===== config.mk =====
export PLATFORM = sky130hd
export DESIGN_NAME = fault_blinker
export DESIGN_NICKNAME = d
export VERILOG_FILES = /design/src/rtl/blink_pkg.sv /design/src/rtl/blink_modcnt.sv /design/src/rtl/blink_prescaler.sv /design/src/rtl/blink_sequencer.sv /design/src/rtl/fault_blinker.sv
export SDC_FILE = /design/constraint.sdc
export NUM_CORES = 1
export LEC_CHECK = 0
export BUFFER_PORTS_ARGS = -buffer_cell sky130_fd_sc_hd__buf_2
export CORE_MARGIN = 2
export CORE_UTILIZATION = 58
export DETAILED_ROUTE_END_ITERATION = 8
export GPL_TIMING_DRIVEN = 0
export PLACE_DENSITY_LB_ADDON = 0.15
export SYNTH_ARGS = -nofsm -noshare
export SYNTH_HDL_FRONTEND = slang
export SYNTH_SLANG_ARGS = --single-unit

===== constraint.sdc =====
create_clock -name clk -period 3.78 [get_ports clk]
set_input_delay 0.378 -clock clk [delete_from_list [all_inputs] [get_ports clk]]
set_output_delay 0.378 -clock clk [all_outputs]
set_load 0.02 [all_outputs]

===== src/rtl/blink_pkg.sv =====
package blink_pkg;

    typedef enum logic [1:0] {
        PH_IDLE  = 2'd0,
        PH_SPACE = 2'd1,
        PH_MARK  = 2'd2,
        PH_GAP   = 2'd3
    } phase_e;

    // Length, in base periods, of the interval the sequencer is in.
    function automatic int unsigned phase_units(
        input phase_e      ph,
        input logic        bit_val,
        input int unsigned space_u,
        input int unsigned zero_u,
        input int unsigned one_u,
        input int unsigned gap_u
    );
        case (ph)
            PH_SPACE: return space_u;
            PH_MARK:  return bit_val ? one_u : zero_u;
            PH_GAP:   return gap_u;
            default:  return 1;
        endcase
    endfunction

    function automatic int unsigned max4(
        input int unsigned a,
        input int unsigned b,
        input int unsigned c,
        input int unsigned d
    );
        int unsigned m;
        m = a;
        if (b > m) m = b;
        if (c > m) m = c;
        if (d > m) m = d;
        return m;
    endfunction

endpackage


===== src/rtl/blink_modcnt.sv =====
module blink_modcnt #(
    parameter int unsigned MOD = 4
) (
    input  logic clk,
    input  logic clr_i,
    input  logic en_i,
    output logic wrap_o
);
    localparam int unsigned CW = (MOD > 1) ? $clog2(MOD) : 1;

    logic [CW-1:0] cnt;

    assign wrap_o = en_i && (cnt == CW'(MOD - 1));

    always_ff @(posedge clk) begin
        if (clr_i)       cnt <= '0;
        else if (en_i)   cnt <= wrap_o ? '0 : cnt + 1'b1;
    end

    AST_CNT_IN_RANGE: assert property (@(posedge clk) disable iff (clr_i)
        32'(cnt) < MOD);
endmodule


===== src/rtl/blink_prescaler.sv =====
module blink_prescaler #(
    parameter int unsigned TICK_DIV       = 10000,
    parameter int unsigned STEPS_PER_UNIT = 1000
) (
    input  logic clk,
    input  logic clr_i,
    output logic unit_tick_o
);
    logic step_wrap;
    logic unit_wrap;

    blink_modcnt #(.MOD(TICK_DIV)) u_step (
        .clk    (clk),
        .clr_i  (clr_i),
        .en_i   (1'b1),
        .wrap_o (step_wrap)
    );

    blink_modcnt #(.MOD(STEPS_PER_UNIT)) u_unit (
        .clk    (clk),
        .clr_i  (clr_i),
        .en_i   (step_wrap),
        .wrap_o (unit_wrap)
    );

    assign unit_tick_o = unit_wrap;

    AST_UNIT_NEEDS_STEP: assert property (@(posedge clk) disable iff (clr_i)
        unit_tick_o |-> step_wrap);
endmodule


===== src/rtl/blink_sequencer.sv =====
module blink_sequencer
    import blink_pkg::*;
#(
    parameter int unsigned CODE_W      = 32,
    parameter int unsigned SPACE_UNITS = 1,
    parameter int unsigned ZERO_UNITS  = 1,
    parameter int unsigned ONE_UNITS   = 3,
    parameter int unsigned GAP_UNITS   = 10
) (
    input  logic              clk,
    input  logic              rst,
    input  logic              trig_i,
    input  logic [CODE_W-1:0] code_i,
    input  logic              unit_tick_i,
    output logic              start_o,
    output phase_e            phase_o
);
    localparam int unsigned IW   = (CODE_W > 1) ? $clog2(CODE_W) : 1;
    localparam int unsigned MAXU = max4(SPACE_UNITS, ZERO_UNITS, ONE_UNITS, GAP_UNITS);
    localparam int unsigned UW   = $clog2(MAXU + 1);

    phase_e            phase;
    logic [IW-1:0]     bit_idx;
    logic [UW-1:0]     ucnt;
    logic [CODE_W-1:0] code_q;
    logic              cur_bit;
    logic              last_unit;
    int unsigned       cur_len;

    assign cur_bit   = code_q[bit_idx];
    assign cur_len   = phase_units(phase, cur_bit, SPACE_UNITS, ZERO_UNITS, ONE_UNITS, GAP_UNITS);
    assign last_unit = (ucnt == UW'(cur_len - 1));
    assign start_o   = (phase == PH_IDLE) && trig_i;
    assign phase_o   = phase;

    always_ff @(posedge clk) begin
        if (rst) begin
            phase   <= PH_IDLE;
            bit_idx <= '0;
            ucnt    <= '0;
            code_q  <= '0;
        end else if (phase == PH_IDLE) begin
            if (trig_i) begin
                code_q  <= code_i;
                bit_idx <= IW'(CODE_W - 1);
                ucnt    <= '0;
                phase   <= PH_SPACE;
            end
        end else if (unit_tick_i) begin
            if (!last_unit) begin
                ucnt <= ucnt + 1'b1;
            end else begin
                ucnt <= '0;
                case (phase)
                    PH_SPACE: phase <= PH_MARK;
                    PH_MARK: begin
                        if (bit_idx == '0) begin
                            phase <= PH_GAP;
                        end else begin
                            bit_idx <= bit_idx - 1'b1;
                            phase   <= PH_SPACE;
                        end
                    end
                    default: begin
                        bit_idx <= IW'(CODE_W - 1);
                        phase   <= PH_SPACE;
                    end
                endcase
            end
        end
    end

    AST_CODE_HELD: assert property (@(posedge clk) disable iff (rst)
        (phase != PH_IDLE) && ($past(phase) != PH_IDLE) |-> $stable(code_q));
    AST_MARK_AFTER_SPACE: assert property (@(posedge clk) disable iff (rst)
        $rose(phase == PH_MARK) |-> $past(phase) == PH_SPACE);
    AST_GAP_AFTER_BIT0: assert property (@(posedge clk) disable iff (rst)
        $rose(phase == PH_GAP) |-> $past(bit_idx) == '0);
    AST_NO_RETURN_IDLE: assert property (@(posedge clk) disable iff (rst)
        (phase != PH_IDLE) |=> (phase != PH_IDLE));
endmodule


===== src/rtl/fault_blinker.sv =====
module fault_blinker
    import blink_pkg::*;
#(
    parameter int unsigned TICK_DIV        = 10000,
    parameter int unsigned STEPS_PER_UNIT  = 1000,
    parameter bit          LED_ACTIVE_HIGH = 1'b1
) (
    input  logic        clk,
    input  logic        rst,
    input  logic        trig_i,
    input  logic [31:0] code_i,
    output logic        led_o,
    output logic        busy_o
);
    localparam logic LED_ON  = LED_ACTIVE_HIGH;
    localparam logic LED_OFF = ~LED_ACTIVE_HIGH;

    logic   unit_tick;
    logic   start;
    phase_e phase;

    blink_prescaler #(
        .TICK_DIV       (TICK_DIV),
        .STEPS_PER_UNIT (STEPS_PER_UNIT)
    ) u_pre (
        .clk         (clk),
        .clr_i       (rst | start),
        .unit_tick_o (unit_tick)
    );

    blink_sequencer #(
        .CODE_W      (32),
        .SPACE_UNITS (1),
        .ZERO_UNITS  (1),
        .ONE_UNITS   (3),
        .GAP_UNITS   (10)
    ) u_seq (
        .clk         (clk),
        .rst         (rst),
        .trig_i      (trig_i),
        .code_i      (code_i),
        .unit_tick_i (unit_tick),
        .start_o     (start),
        .phase_o     (phase)
    );

    assign busy_o = (phase != PH_IDLE);
    assign led_o  = (phase == PH_MARK) ? LED_ON : LED_OFF;

    AST_DARK_WHEN_IDLE: assert property (@(posedge clk) disable iff (rst)
        !busy_o |-> led_o == LED_OFF);
    AST_BUSY_AFTER_TRIG: assert property (@(posedge clk) disable iff (rst)
        !busy_o && trig_i |=> busy_o && led_o == LED_OFF);
endmodule


=== Yosys cells after proc, flatten, opt, wreduce, memory -nomap -nowiden ===
Index checks and enable logic that the tools add are counted.

* Word-level logic and storage cells: 56
* Register bits: 67
* Bits of input ports: 35
* Output and inout port bits: 2

* Equality and inequality tests: 9
* Reduce and logical (&&, ||, !) cells: 12
* Bitwise operators: 1
* $add $sub $neg: 5
* Magnitude comparators: 1
* Muxes and demuxes: 22

{| class="wikitable"
|+ Operators with widths
! cell !! count
|-
| 5-bit two-way mux || 5
|-
| 4-bit two-way mux || 4
|-
| 14-bit by 1-bit adder with 14-bit output (second input constant) || 1
|-
| 14-bit equality test (second input constant) || 1
|-
| 2-bit two-way mux || 6
|-
| 10-bit by 1-bit adder with 10-bit output (second input constant) || 1
|-
| 10-bit equality test (second input constant) || 1
|-
| 10-bit two-way mux || 1
|-
| 5-bit one-hot mux with 2 select lines || 1
|-
| 4-bit one-hot mux with 2 select lines || 1
|-
| 5-bit by 6-bit < comparator with 1-bit output (second input constant) || 1
|-
| 2-bit nonzero test || 3
|-
| 1-bit binary-select mux with 5-bit select || 1
|-
| 5-bit logical NOT || 1
|-
| 5-bit AND reduction || 1
|-
| 5-bit by 1-bit subtractor with 5-bit output (second input constant) || 1
|-
| 4-bit by 1-bit adder with 4-bit output (second input constant) || 1
|-
| 2-bit equality test (second input constant) || 2
|-
| 4-bit equality test || 1
|-
| 2-bit one-hot mux with 2 select lines || 1
|-
| 2-bit AND reduction || 2
|-
| 4-bit by 1-bit subtractor with 4-bit output (second input constant) || 1
|-
| 3-bit by 2-bit != test with 1-bit output (second input constant) || 1
|-
| 3-bit AND reduction || 1
|-
| 8 further kinds || 10
|}

=== Logic depth before layout (Yosys ltp) ===
Gate-level depths: netlist (run 1).

* Depth after elaboration: 9
* Mapped depth: 12
* Depth with buffers taken out: 11

=== Hierarchy ===
From an unflattened synthesis (run 1), not the netlist that was laid out.

* Cells, all modules: 378
* Area, all modules: 3338.2 um2

{| class="wikitable"
|+ By module, submodules not included
! module !! cells each !! area each (um2) !! times used !! sequential area each (um2)
|-
| blink_sequencer || 247 || 2129.5 || 1 || 860.8
|-
| blink_modcnt at u_pre.u_step || 74 || 700.7 || 1 || 280.3
|-
| blink_modcnt at u_pre.u_unit || 53 || 485.5 || 1 || 200.2
|-
| fault_blinker || 3 || 18.8 || 1 || 0.0
|-
| blink_prescaler || 1 || 3.8 || 1 || 0.0
|}

=== Worst setup path before layout (run 1) ===
OpenSTA, ideal clock, no wires.

* Kind: reg-to-reg
* Start point: register u_seq.bit_idx[0]
* End point: register u_seq.bit_idx[2]
* Data required time: 3689 ps
* Buffers on the path: 1
* Cell stages (with the launch flop): 12
* Arrival time: 2842 ps
* Library setup time: 91 ps
* Path slack: 847 ps
* Period minus slack after synthesis: 2933 ps
* Path through: dfxtp_1 -> buf_2 -> mux4_2 -> nand3_1 -> o2111ai_1 -> a41oi_1 -> ha_1 -> xor2_1 -> nand4_1 -> mux2i_1 -> a41oi_1 -> a311oi_1

* Word-level cells in the longest chain between the ends: 8
* Elaborated cells on any way between the ends: 16
* Classes of those cells: add/sub (2); eq/ne (2); mux (9); reduce/logical (3)

{| class="wikitable"
|+ Ends and longest elaborated chain
! element !! RTL line !! RTL
|-
| from (decl) || blink_sequencer.sv:23 || <nowiki>logic [IW-1:0] bit_idx;</nowiki>
|-
| from (signal assigned) || blink_sequencer.sv:45 || <nowiki>bit_idx <= IW'(CODE_W - 1);</nowiki>
|-
| from (signal assigned) || blink_sequencer.sv:60 || <nowiki>bit_idx <= bit_idx - 1'b1;</nowiki>
|-
| from (signal assigned) || blink_sequencer.sv:65 || <nowiki>bit_idx <= IW'(CODE_W - 1);</nowiki>
|-
| 1-bit binary-select mux with 5-bit select || blink_sequencer.sv:30 || <nowiki>assign cur_bit = code_q[bit_idx];</nowiki>
|-
| 1-bit two-way mux (implied by the code) || blink_sequencer.sv:30 ||
|-
| 2-bit two-way mux || blink_pkg.sv:21 || <nowiki>PH_MARK: return bit_val ? one_u : zero_u;</nowiki>
|-
| 4-bit one-hot mux with 2 select lines || blink_pkg.sv:19 || <nowiki>case (ph)</nowiki>
|-
| 4-bit by 1-bit subtractor with 4-bit output || blink_sequencer.sv:32 || <nowiki>assign last_unit = (ucnt == UW'(cur_len - 1));</nowiki>
|-
| 4-bit equality test || blink_sequencer.sv:32 ||
|-
| 2-bit nonzero test (no line) || -- ||
|-
| 5-bit AND reduction (no line) || -- ||
|}

Several ways; a longest one is shown, not always the timed one. The select of a mux whose other input is x is not followed.
A chain may end at the register's enable or synchronous reset.

=== Final worst setup path (run 1) ===
* Start point: register u_seq.bit_idx[2]
* End point: register u_seq.bit_idx[0]

* Word-level cells in the longest chain between the ends: 8
* Elaborated cells on any way between the ends: 10
* Classes of those cells: add/sub (1); eq/ne (2); mux (4); reduce/logical (3)

{| class="wikitable"
|+ Ends and longest elaborated chain
! element !! RTL line
|-
| 1-bit binary-select mux with 5-bit select || blink_sequencer.sv:30
|-
| 1-bit two-way mux (implied by the code) || blink_sequencer.sv:30
|-
| 2-bit two-way mux || blink_pkg.sv:21
|-
| 4-bit one-hot mux with 2 select lines || blink_pkg.sv:19
|-
| 4-bit by 1-bit subtractor with 4-bit output || blink_sequencer.sv:32
|-
| 4-bit equality test || blink_sequencer.sv:32
|-
| 2-bit nonzero test (no line) || --
|-
| 5-bit AND reduction (no line) (*) || --
|}

Mark *: on every way between the ends. The rest lies on a longest branch, timed or not. The select of a mux whose other input is x is not followed.

==> results.py, run 1 <==
metrics = {
    "route": {
        "drt_drc_violations_left": 0,
        "drt.antenna.violating_nets": 0,
        "drt-vias-per-instance": 5.578,
        "postRouteWirelength_mm": 6.618,
        "post_drt_wl_per_cell_um": 13.62,
        "detailedRoute.firstPassIterationCount": 4,
        "drt-initial-drc-count": 133,
        "num_vias": 2711,
    },
    "timing": {
        "fin_worst_skew_ns": 0.006759,
        "final_hold_viol_count": 0,
        "tightestPinTransition_ns": 0.6361,
        "post-route-worst-setup-slack_ns": 0.2702,
        "finalWorstPathRequiredPeriod_ns": 3.510,
        "timing.fmax_mhz": 284.9,
        "grt_setup_unrepaired": "no",
        "report.final.setup_viol": 0,
        "totalNegativeSetupSlack_ns": 0,
        "timing.slew.headroom_pct": 57.31,
        "layout_worst_path_cycle_share_pct": 92.85,
        "finalMaxSlewViolations": 0,
    },
    "outcome": {
        "run_status": "complete, no violations",
    },
    "yosys": {
        "synth_cell_type_count": 47,
        "synth_cells": 363,
        "ys_top_cells_by_count": "sky130_fd_sc_hd__nand2_1 (79), sky130_fd_sc_hd__dfxtp_1 (67), sky130_fd_sc_hd__a21oi_1 (38), sky130_fd_sc_hd__nor2_1 (25), sky130_fd_sc_hd__clkbuf_1 (14)",
        "yosys_register_bits": 67,
        "ys_seq_area_share_pct": 41.89,
        "mapped_area_um2": 3202,
        "ys_async_sr_fraction_pct": 0,
        "synth-main-ff-cell": "sky130_fd_sc_hd__dfxtp_1",
        "synth_top_area_cell": "sky130_fd_sc_hd__dfxtp_1",
        "synthesis.nets": 409,
        "synthTopCellsByArea": "sky130_fd_sc_hd__dfxtp_1 (42%), sky130_fd_sc_hd__nand2_1 (9.3%), sky130_fd_sc_hd__a21oi_1 (5.9%)",
        "post-synth-top-area-fraction_pct": 41.89,
        "synth_edf_count": 0,
        "mean_area_per_synthesized_cell_um2": 8.820,
        "yosys_warning_total": 0,
        "synth_most_common_cell": "sky130_fd_sc_hd__nand2_1",
    },
    "setup_path": {
        "critical_path_buf_inv_count": 1,
        "critPathArrivalTime_ns": 3.73,
        "worst_path_largest_cell_delay_ns": 0.46,
        "critPathCaptureType": "flip-flop",
        "cpMaxStageDelayCell": "sky130_fd_sc_hd__buf_1",
        "worst-setup-path-type": "reg2reg",
        "start_kind": "flip-flop",
        "crit_path_cell_chain": "buf_1 > mux4_2 > mux2i_1 > o2111ai_1 > a41oi_1 > ha_1 > xor2_1 > nand4_1 > mux2i_2 > nand3_2 > a221oi_1",
        "cp_data_required_time_ns": 4.00,
        "timing.critical_path.max_delay_family": "multiplexers",
        "crit_fanout": 10,
    },
    "place": {
        "place.gp.congestion": 0.8788,
        "dp_slack_ns": 0.1810,
        "port_buffers": 35,
        "place.detailed.hpwl_mm": 4.705,
    },
    "grt": {
        "grt_start_max_net_pins": 13,
        "grt_antenna_before_repair": 0,
        "track_usage_pct": 23.07,
        "grt_pass1_vias": 2522,
        "grt_first_pass_wirelength_mm": 11.07,
        "total_gr_overflow": 0,
    },
    "pwr": {
        "cellPowerDensity_nw_per_um2": 460.2,
        "ir_drop_mv": 0.3399,
        "power.leakage_nw": 1.399,
    },
    "die": {
        "die_width_um": 78.30,
        "top_level_ports": 37,
        "design.die.area_um2": 6131,
        "placeableCoreArea_um2": 5405,
        "std_cell_rows": 27,
        "initial_core_util_pct": 59.24,
        "die_y_um": 78.30,
    },
    "flow_run": {
        "max_cap_viol_count": 0,
    },
    "cells_and_area": {
        "fillers": 478,
        "final_net_count": 455,
        "number_of_inserted_diodes": 0,
        "drive_gt1_share_pct": 16.91,
        "area_delta_synth_final_pct": 16.96,
    },
    "clock_network": {
        "maximum_number_of_buffers_from_clock_root_to_sink": 2,
        "clk_pin_slew_ns": 0.08,
        "cts_num_sinks": 67,
        "numCtsBuffers": 9,
        "tritoncts": "done",
        "clk-insertion-delay-late_ns": 0.34,
        "htree_num_levels": 3,
        "clockRootBuffer": "sky130_fd_sc_hd__clkbuf_8",
        "cts_post_setup_buffers_inserted": 0,
    },
    "worst_hold_path": {
        "min-delay-path-class": "in2reg",
    },
}
[metal layers]
layer	part of all wire (%)	global-route usage [%]	up-vias
li1	-	-	1375
met1	47	28.76	1280
met2	47	37.50	46
met3	3.5	5.057	10
met4	1.6	12.11	0
met5	0	0	-
[state kept, by name (all words and copies together), names as in the netlist]
signal and count:
u_seq.phase_o 2, u_seq.code_q 32, u_seq.ucnt 4, u_pre.u_step.cnt 14, u_seq.bit_idx 5, u_pre.u_unit.cnt 10
[power breakdown]
part           leakage [nW]  internal [mW]  switching (mW)
Combinational         0.719         0.0708          0.0981
Sequential            0.547          0.736          0.0187
Clock                 0.133          0.524           0.276
Total                  1.40           1.33           0.393
[final timing paths]
path                            startpoint                            end  slack (ns)  depth (start not counted)
min                             code_i[29]  u_seq.code_q[29]$_SDFFE_PP0P_        0.26                          3
max reg2reg  u_seq.bit_idx[2]$_SDFFE_PP0P_  u_seq.bit_idx[0]$_SDFFE_PP0P_        0.27                         11
min reg2reg  u_seq.code_q[22]$_SDFFE_PP0P_  u_seq.code_q[22]$_SDFFE_PP0P_        0.45                          2
max          u_seq.bit_idx[2]$_SDFFE_PP0P_  u_seq.bit_idx[0]$_SDFFE_PP0P_        0.27                         11
[worst register-to-register path: cells and delay by family (launching register included)]
kind / cells / cell delay, ns
flops: 1 / 0.40
mux: 3 / 0.97
buf+inv: 1 / 0.46
fa+ha+maj: 1 / 0.26
simple gates: 2 / 0.36
xor+xnor: 1 / 0.13
compound gates: 3 / 0.80
[metrics by stage]
step / util [%] / hold slack [ns] / instance area (µm²) / cells / power (mW)
6_report: 69.28 / 0.2625 / 3745 / 486 / 1.723
5_1_grt: 69.28 / 0.2609 / 3745 / 486 / 1.792
4_1_cts: 69.21 / 0.2560 / 3741 / 486 / 1.736
3_5_place_dp: 64.14 / 0.4465 / 3467 / 470 / 0.9390
3_3_place_gp: 64.14 / 0.4353 / 3467 / 470 / 0.9341
2_1_floorplan: - / 0.4176 / 3202 / 363 / 0.8843
[what timing repair did]
action	in CTS	in global routing
hold buffers	0	0
resized for setup	0	1
endpoints found under the setup margin	0	3
[cells in the final DEF (no fill, tap or decap), drive strengths merged, types with 2 or more instances in the layout]
master    n
and4      4
o2111ai   2
a221oi    2
ha       11
nand4    10
a311oi    5
buf      40
nor2     25
nor4b     3
mux4      7
nand3b    2
a21oi    38
nand2    79
and3      7
bufinv    4
or3       3
dfxtp    67
mux2i     6
a41oi     5
o21ai     3
nand3     8
clkbuf   24
nand2b    4
inv       6
nor3      9
nor4      2
xor2     12
xnor2    10
and2      2
o31ai     2
[final cells by class]
class | instances | area (µm²) | share of cell area, %
inverters | 6 | 22.52 | 0.6014
multi-input cells | 271 | 1767 | 47.18
clock buffers | 10 | 137.6 | 3.675
well taps | 72 | 90.09 | 2.406
plain buffers | 19 | 75.07 | 2.005
repair buffers | 35 | 175.2 | 4.678
flip-flops and latches | 67 | 1341 | 35.82
clock inverters | 6 | 136.4 | 3.642
[logic make-up (layout without fill, tap and decap cells)]
| group | after synthesis | after routing | synth area share, % |
|---|---|---|---|
| AO/OA/AOI/OAI | 61 | 61 | 12.11 |
| XOR/XNOR | 22 | 22 | 6.018 |
| adder cells (fa/ha/maj) | 11 | 11 | 4.298 |
| buffers and inverters | 25 | 76 | 3.048 |
| flip-flops | 67 | 67 | 41.89 |
| multiplexers | 13 | 13 | 6.800 |
| AND/OR/NAND/NOR | 164 | 164 | 25.83 |
(Power assumes the default switching activity.)
==> run 2: changes to the inputs <==
--- a/config.mk
+++ b/config.mk
@@ -5,6 +5,7 @@
 export SDC_FILE = /design/constraint.sdc
 export NUM_CORES = 1
 export LEC_CHECK = 0
+export ABC_AREA = 1
 export BUFFER_PORTS_ARGS = -buffer_cell sky130_fd_sc_hd__buf_2
 export CORE_MARGIN = 2
 export CORE_UTILIZATION = 58
==> run 2 against run 1 <==
Utilization fell by 2.2 points. Synthesized area is 7.6% higher. Total power down 9.3%. First-iteration DRC count up 29%. Synthesized cell count up 39%. Via count is 22% higher. Global-route usage rose by 1.6 points. Critical path depth is 6 higher. Clock power fell by 28%. Clock skew is 0.0011 ns higher. Sequential power up 2%. Flip-flop and latch count is the same. Largest cell class unchanged. Highest routed layer unchanged.
==> results.py, run 2 <==
metrics = {
    "yosys": {
        "compound_gate_portion_of_the_synthesized_area_pct": 11.33,
        "synth_cell_type_count": 33,
        "ys_async_sr_fraction_pct": 0,
        "mean_area_per_synthesized_cell_um2": 6.807,
        "synth_fa_ha_area_share_pct": 3.996,
        "yosys_register_bits": 67,
        "yosys_warning_total": 0,
        "synth-main-ff-cell": "sky130_fd_sc_hd__dfxtp_1",
        "post-synth-top-area-fraction_pct": 38.94,
        "ys_seq_area_share_pct": 38.94,
        "mapped_area_um2": 3445,
        "synth_top_area_cell": "sky130_fd_sc_hd__dfxtp_1",
        "dominant_combinational_cell_family_by_area_after_synthesis": "simple AND/OR/NAND/NOR gates",
        "synth_cells": 506,
        "synthTopCellsByArea": "sky130_fd_sc_hd__dfxtp_1 (39%), sky130_fd_sc_hd__nand2_1 (11%), sky130_fd_sc_hd__nor2_1 (11%)",
        "xor_and_xnor_fraction_of_the_mapped_netlist_area_pct": 3.560,
        "synthesis.nets": 552,
        "synth_most_common_cell": "sky130_fd_sc_hd__nand2_1",
        "synth_mux_area_share_pct": 0,
        "synth_edf_count": 0,
        "post_synth_and_or_nand_nor_area_fraction_pct": 35.13,
        "ys_top_cells_by_count": "sky130_fd_sc_hd__nand2_1 (103), sky130_fd_sc_hd__nor2_1 (100), sky130_fd_sc_hd__dfxtp_1 (67), sky130_fd_sc_hd__nand3_1 (50), sky130_fd_sc_hd__o21ai_0 (39)",
    },
    "clock_network": {
        "clk_pin_slew_ns": 0.07,
        "numCtsBuffers": 9,
        "tritoncts": "done",
        "clockRootBuffer": "sky130_fd_sc_hd__clkbuf_8",
        "htree_num_levels": 3,
        "cts_num_sinks": 67,
        "maximum_number_of_buffers_from_clock_root_to_sink": 2,
        "clk-insertion-delay-late_ns": 0.34,
        "cts_post_setup_buffers_inserted": 0,
        "cts.repair.resized": 0,
        "number_of_hold_buffers_added_after_cts": 0,
    },
    "pwr": {
        "switching_share_pct": 27.12,
        "power.combinational.fraction_pct": 13.9,
        "power.leakage_nw": 1.610,
        "pwr-share-seq_pct": 49.3,
        "report.power.total_mw": 1.563,
        "cellPowerDensity_nw_per_um2": 400.8,
        "p_int_mw": 1.139,
        "ir_drop_mv": 0.3453,
        "netSwitchingPower_mw": 0.4239,
        "power_frac_clock_pct": 36.8,
    },
    "die": {
        "placeableCoreArea_um2": 5816,
        "top_level_ports": 37,
        "die_width_um": 81.07,
        "design.die.area_um2": 6572,
        "initial_core_util_pct": 59.23,
        "die_y_um": 81.07,
        "std_cell_rows": 28,
    },
    "timing": {
        "layout_worst_path_cycle_share_pct": 76.72,
        "timing.slew.headroom_pct": 68.70,
        "timing.fmax_mhz": 344.8,
        "totalNegativeSetupSlack_ns": 0,
        "finalWorstPathRequiredPeriod_ns": 2.900,
        "grt_setup_unrepaired": "no",
        "finalMaxSlewViolations": 0,
        "tightestPinTransition_ns": 0.4695,
        "report.final.setup_viol": 0,
        "final_hold_viol_count": 0,
        "fin_worst_skew_ns": 0.007834,
    },
    "route": {
        "detailedRoute.firstPassIterationCount": 4,
        "drt-initial-drc-count": 171,
        "post_drt_wl_per_cell_um": 11.76,
        "postRouteWirelength_mm": 7.418,
        "drt-vias-per-instance": 5.220,
        "drt.antenna.violating_nets": 0,
        "num_vias": 3294,
        "drt_drc_violations_left": 0,
    },
    "grt": {
        "grt_pass1_vias": 2909,
        "track_usage_pct": 24.69,
        "total_gr_overflow": 0,
        "grt_start_max_net_pins": 12,
        "grt_antenna_before_repair": 0,
        "grt_first_pass_wirelength_mm": 12.68,
    },
    "cells_and_area": {
        "area_delta_synth_final_pct": 13.22,
        "layout.cells.most_common_list": "sky130_fd_sc_hd__nand2_1 (103), sky130_fd_sc_hd__nor2_1 (100), sky130_fd_sc_hd__dfxtp_1 (67), sky130_fd_sc_hd__nand3_1 (50), sky130_fd_sc_hd__buf_2 (44)",
        "largest_register": "u_seq.code_q",
        "final_net_count": 599,
        "final_core_utilization_pct": 67.06,
        "reg.largest.list": "u_seq.code_q: 32 flops, u_pre.u_step.cnt: 14 flops, u_pre.u_unit.cnt: 10 flops",
        "drive_gt1_share_pct": 12.59,
        "layout.cell_area.non_filler_um2": 3900,
        "finish.cell_count_without_fillers": 631,
        "fillers": 562,
        "layout.cells.most_common": "sky130_fd_sc_hd__nand2_1",
        "number_of_inserted_diodes": 0,
        "largest_register_ffs": 32,
    },
    "place": {
        "post-place-cells": 617,
        "detailed_place.area_um2": 3719,
        "place.detailed.hpwl_mm": 5.314,
        "port_buffers": 36,
        "place.gp.congestion": 0.8808,
    },
    "setup_path": {
        "critPathArrivalTime_ns": 3.11,
        "critPathCaptureType": "flip-flop",
        "cp_data_required_time_ns": 3.99,
        "start_kind": "flip-flop",
        "crit_fanout": 10,
        "worst-setup-path-type": "reg2reg",
    },
    "flow_run": {
        "max_cap_viol_count": 0,
    },
    "outcome": {
        "run_status": "complete, no violations",
    },
    "worst_hold_path": {
        "min-delay-path-class": "in2reg",
    },
}
run 2: cell types whose count changed in the layout (fill, tap and decap cells not counted), sizes merged, moves of 7 or more:
cell,previous run,this run
nand2,79,106
mux4,7,0
inv,6,36
a21oi,38,31
xnor2,10,3
nor2,25,102
o21ai,3,39
nand3,8,51
run 2: area by class of cell:
cell class | count | area, µm² | area share (%)
multi-input cells | 380 | 1861 | 47.71
flip-flops and latches | 67 | 1341 | 34.39
repair buffers | 36 | 180.2 | 4.620
clock buffers | 11 | 141.4 | 3.625
inverters | 37 | 138.9 | 3.561
plain buffers | 22 | 103.9 | 2.663
well taps | 75 | 93.84 | 2.406
clock inverters | 3 | 40.04 | 1.027
run 2: logic make-up after synthesis:
family | Yosys count
AOI/OAI and AO/OA | 74
xor gates and xnor gates | 14
adders and majority gates | 11
buffers and inverters | 59
DFF | 67
and+or+nand+nor | 281
run 2: worst paths after layout:
path	slack, ns	depth (start not counted)	startpoint	to
setup / recovery	0.88	17	u_seq.bit_idx[0]$_SDFFE_PP0P_	u_seq.bit_idx[4]$_SDFFE_PP0P_
hold / removal	0.28	3	code_i[17]	u_seq.code_q[17]$_SDFFE_PP0P_
setup reg to reg	0.88	17	u_seq.bit_idx[0]$_SDFFE_PP0P_	u_seq.bit_idx[4]$_SDFFE_PP0P_
hold reg to reg	0.45	1	u_pre.u_step.cnt[0]$_SDFF_PP0_	u_pre.u_step.cnt[0]$_SDFF_PP0_
run 2: power by group through the flow:
stage / clock network [mW] / logic (mW) / registers [mW]
after global placement: 0 / 0.210 / 0.785
final: 0.576 / 0.217 / 0.770
after global routing: 0.612 / 0.253 / 0.775
after floorplan: 0 / 0.157 / 0.778
after detailed placement: 0 / 0.216 / 0.785
after CTS: 0.583 / 0.217 / 0.770
run 2: critical path, stage by stage, from the launching register on:
cell and delay [ns]:
sky130_fd_sc_hd__dfxtp_1 0.31, sky130_fd_sc_hd__buf_2 0.21, sky130_fd_sc_hd__buf_2 0.27, sky130_fd_sc_hd__o21ai_0 0.12, sky130_fd_sc_hd__o22ai_1 0.17, sky130_fd_sc_hd__nand2_1 0.08, sky130_fd_sc_hd__a21oi_1 0.21, sky130_fd_sc_hd__a21oi_1 0.10
sky130_fd_sc_hd__ha_1 0.30, sky130_fd_sc_hd__inv_1 0.04, sky130_fd_sc_hd__nand2_1 0.05, sky130_fd_sc_hd__nand2_1 0.04, sky130_fd_sc_hd__nor2_1 0.13, sky130_fd_sc_hd__nand2_1 0.19, sky130_fd_sc_hd__a21oi_4 0.27, sky130_fd_sc_hd__nand2_1 0.13
sky130_fd_sc_hd__nand2_1 0.08, sky130_fd_sc_hd__a21oi_1 0.06
run 2: through the flow:
| step | setup WS (ns) | hold slack [ns] |
|---|---|---|
| after floorplan | 1.431 | 0.4176 |
| after global placement | 0.9788 | 0.4301 |
| after detailed placement | 0.9627 | 0.4444 |
| after CTS | 0.9277 | 0.2732 |
| after global routing | 0.6027 | 0.2892 |
| final | 0.8800 | 0.2785 |
run 2: layer usage:
layer  vias up  track usage [%]  wire length (µm)
met5         -                0                 0
met4         0            7.797               136
met3        12            5.667               320
met2        63            41.16              3421
met1      1478            31.71              3540
li1       1741                -                 -
==> run 3: changes to the inputs <==
==> constraint.sdc (replaced) <==
create_clock -name clk -period 2.8 [get_ports clk]
set_input_delay 0.28 -clock clk [delete_from_list [all_inputs] [get_ports clk]]
set_output_delay 0.28 -clock clk [all_outputs]
set_load 0.02 [all_outputs]
==> run 3 against run 2 <==
Flip-flop and latch count stayed put. Register-to-register slack worse by 0.66 ns. Clock power rose by 35%. Final cell count rose by 0.63%. Sequential power grew 35%. Clock skew is essentially flat. Via count grew 0.55%.
==> results.py, run 3 (synthesis results as in run 2) <==
metrics = {
    "die": {
        "placeableCoreArea_um2": 5816,
        "design.die.area_um2": 6572,
        "initial_core_util_pct": 59.23,
        "die_width_um": 81.07,
        "die_y_um": 81.07,
        "top_level_ports": 37,
        "std_cell_rows": 28,
    },
    "pwr": {
        "switching_share_pct": 27.20,
        "p_int_mw": 1.552,
        "ir_drop_mv": 0.4674,
        "power.combinational.fraction_pct": 14.6,
        "netSwitchingPower_mw": 0.5797,
        "report.power.total_mw": 2.132,
        "power.leakage_nw": 1.639,
        "cellPowerDensity_nw_per_um2": 536.6,
        "power_frac_clock_pct": 36.6,
        "pwr-share-seq_pct": 48.8,
    },
    "cells_and_area": {
        "layout.cells.most_common_list": "sky130_fd_sc_hd__nand2_1 (102), sky130_fd_sc_hd__nor2_1 (99), sky130_fd_sc_hd__dfxtp_1 (67), sky130_fd_sc_hd__nand3_1 (50), sky130_fd_sc_hd__o21ai_0 (39)",
        "finish.cell_count_without_fillers": 635,
        "final_net_count": 603,
        "drive_gt1_share_pct": 14.11,
        "fillers": 550,
        "reg.largest.list": "u_seq.code_q: 32 flops, u_pre.u_step.cnt: 14 flops, u_pre.u_unit.cnt: 10 flops",
        "final_core_utilization_pct": 68.31,
        "layout.cells.most_common": "sky130_fd_sc_hd__nand2_1",
        "largest_register_ffs": 32,
        "area_delta_synth_final_pct": 15.33,
        "largest_register": "u_seq.code_q",
        "number_of_inserted_diodes": 0,
    },
    "setup_path": {
        "crit_fanout": 11,
        "worst_path_largest_cell_delay_ns": 0.30,
        "r2r-start": "u_seq.bit_idx[1]$_SDFFE_PP0P_",
        "start_kind": "flip-flop",
        "worst-setup-path-type": "reg2reg",
        "critPathCaptureType": "flip-flop",
        "rr_worst_depth": 19,
        "cp_data_required_time_ns": 3.04,
        "r2r_end": "u_seq.bit_idx[1]$_SDFFE_PP0P_",
        "cpMaxStageDelayCell": "sky130_fd_sc_hd__dfxtp_1",
        "worst_r2r_setup_slack_ns": 0.22,
        "critPathArrivalTime_ns": 2.82,
        "crit_path_cell_chain": "clkbuf_4 > inv_1 > buf_6 > o21ai_0 > o22ai_1 > nand2_1 > a21oi_2 > a21oi_2 > ha_1 > inv_1 > nand2_1 > nand2_1 > nor2_2 > nand2_2 > a21oi_4 > buf_4 > nand3_1 > nand2_1 > nor2_1",
        "most_frequent_cp_cell": "sky130_fd_sc_hd__nand2_1",
    },
    "worst_hold_path": {
        "whs_path_depth": 3,
        "hold_start": "code_i[13]",
        "worst_hold_path.endpoint": "u_seq.code_q[13]$_SDFFE_PP0P_",
        "min-delay-path-class": "in2reg",
    },
    "grt": {
        "total_gr_overflow": 0,
        "track_usage_pct": 24.74,
        "grt_start_max_net_pins": 12,
        "grt_first_pass_wirelength_mm": 12.71,
        "grt_antenna_before_repair": 0,
        "grt_pass1_vias": 2917,
    },
    "timing": {
        "fin_worst_skew_ns": 0.007370,
        "finalMaxSlewViolations": 0,
        "finalHoldWorstSlack_ns": 0.1807,
        "finalWorstPathRequiredPeriod_ns": 2.582,
        "report.final.setup_viol": 0,
        "timing.fmax_mhz": 387.3,
        "tightestPinTransition_ns": 0.4702,
        "final_hold_viol_count": 0,
        "timing.slew.headroom_pct": 68.66,
        "layout_worst_path_cycle_share_pct": 92.22,
    },
    "place": {
        "port_buffers": 36,
        "post-place-cells": 617,
        "place.gp.congestion": 0.8808,
        "place.detailed.hpwl_mm": 5.314,
    },
    "clock_network": {
        "clk-insertion-delay-late_ns": 0.35,
        "htree_num_levels": 3,
        "clk_pin_slew_ns": 0.07,
        "clockRootBuffer": "sky130_fd_sc_hd__clkbuf_8",
        "number_of_hold_buffers_added_after_cts": 0,
        "maximum_number_of_buffers_from_clock_root_to_sink": 2,
        "cts_num_sinks": 67,
        "tritoncts": "done",
        "numCtsBuffers": 9,
    },
    "route": {
        "drt-initial-drc-count": 185,
        "drt-vias-per-instance": 5.216,
        "drt.antenna.violating_nets": 0,
        "post_drt_wl_per_cell_um": 11.85,
        "num_vias": 3312,
        "postRouteWirelength_mm": 7.523,
        "detailedRoute.firstPassIterationCount": 5,
        "drt_drc_violations_left": 0,
    },
    "flow_run": {
        "max_cap_viol_count": 0,
    },
    "outcome": {
        "run_status": "complete, no violations",
    },
}
## run 3: cell count changes in the layout (fill, tap and decap cells not counted), moves of 2 or more
cell                      before  now
sky130_fd_sc_hd__buf_2        44   38
sky130_fd_sc_hd__buf_4         1    6
sky130_fd_sc_hd__buf_6         1    5
sky130_fd_sc_hd__a21oi_1      30   28
sky130_fd_sc_hd__a21oi_2       0    2
## run 3: worst max-delay path by stage
stage                     cells after the start                       endpoint                           from  slack, ns
after floorplan                              20  u_seq.bit_idx[2]$_SDFFE_PP0P_  u_seq.bit_idx[0]$_SDFFE_PP0P_       0.45
after global placement                       18  u_seq.bit_idx[3]$_SDFFE_PP0P_  u_seq.bit_idx[1]$_SDFFE_PP0P_     -0.001
after detailed placement                     17  u_seq.bit_idx[4]$_SDFFE_PP0P_  u_seq.bit_idx[0]$_SDFFE_PP0P_      -0.02
after CTS                                    21  u_seq.bit_idx[1]$_SDFFE_PP0P_  u_seq.bit_idx[0]$_SDFFE_PP0P_       0.04
after global routing                         19  u_seq.bit_idx[0]$_SDFFE_PP0P_  u_seq.bit_idx[1]$_SDFFE_PP0P_      -0.03
final                                        19  u_seq.bit_idx[1]$_SDFFE_PP0P_  u_seq.bit_idx[1]$_SDFFE_PP0P_       0.22
## run 3: repair_timing
item,in CTS,in global routing
pin swaps,1,2
gates cloned,0,1
setup buffers,2,1
setup endpoints to repair,3,9
resized for setup,3,16
## run 3: metrics by stage
step	setup TNS (ns)	cell area, µm²	worst slack (ns)
4_1_cts	0	3923	0.03866
3_3_place_gp	-0.001358	3719	-0.001181
2_1_floorplan	0	3445	0.4509
3_5_place_dp	-0.03282	3719	-0.01729
5_1_grt	-0.07291	3973	-0.02836
6_report	0	3973	0.2180
## run 3: per-layer routing
| metal | GRT usage (%) | share of wire [%] | up-vias |
|---|---|---|---|
| met2 | 41.49 | 46 | 78 |
| met4 | 7.119 | 0.92 | 0 |
| li1 | - | - | 1740 |
| met5 | 0 | 0 | - |
| met3 | 5.667 | 4.7 | 7 |
| met1 | 31.85 | 48 | 1487 |
## run 3: layout make-up
type,instances,area [µm²],area share (%)
buffer,22,133.9,3.370
timing repair buffer,40,210.2,5.291
tap,75,93.84,2.362
clock inverter,3,40.04,1.008
clock buffer,11,141.4,3.559
multi-input combinational,380,1873,47.15
sequential,67,1341,33.76
inverter,37,138.9,3.496
## run 3: worst max-delay path: cells and delay by family (launching register included)
family          cells  cell delay [ns]
compound gates      5             0.63
fa+ha+maj           1             0.29
buf+inv             5             0.63
flops               1             0.30
simple gates        8             0.63
## run 3: power groups by stage
stage          clock, mW  sequential (mW)  combinational, mW
2_1_floorplan          0             1.05              0.212
3_3_place_gp           0             1.06              0.284
3_5_place_dp           0             1.06              0.292
4_1_cts            0.787             1.04              0.299
5_1_grt            0.826             1.05              0.361
6_report           0.780             1.04              0.312
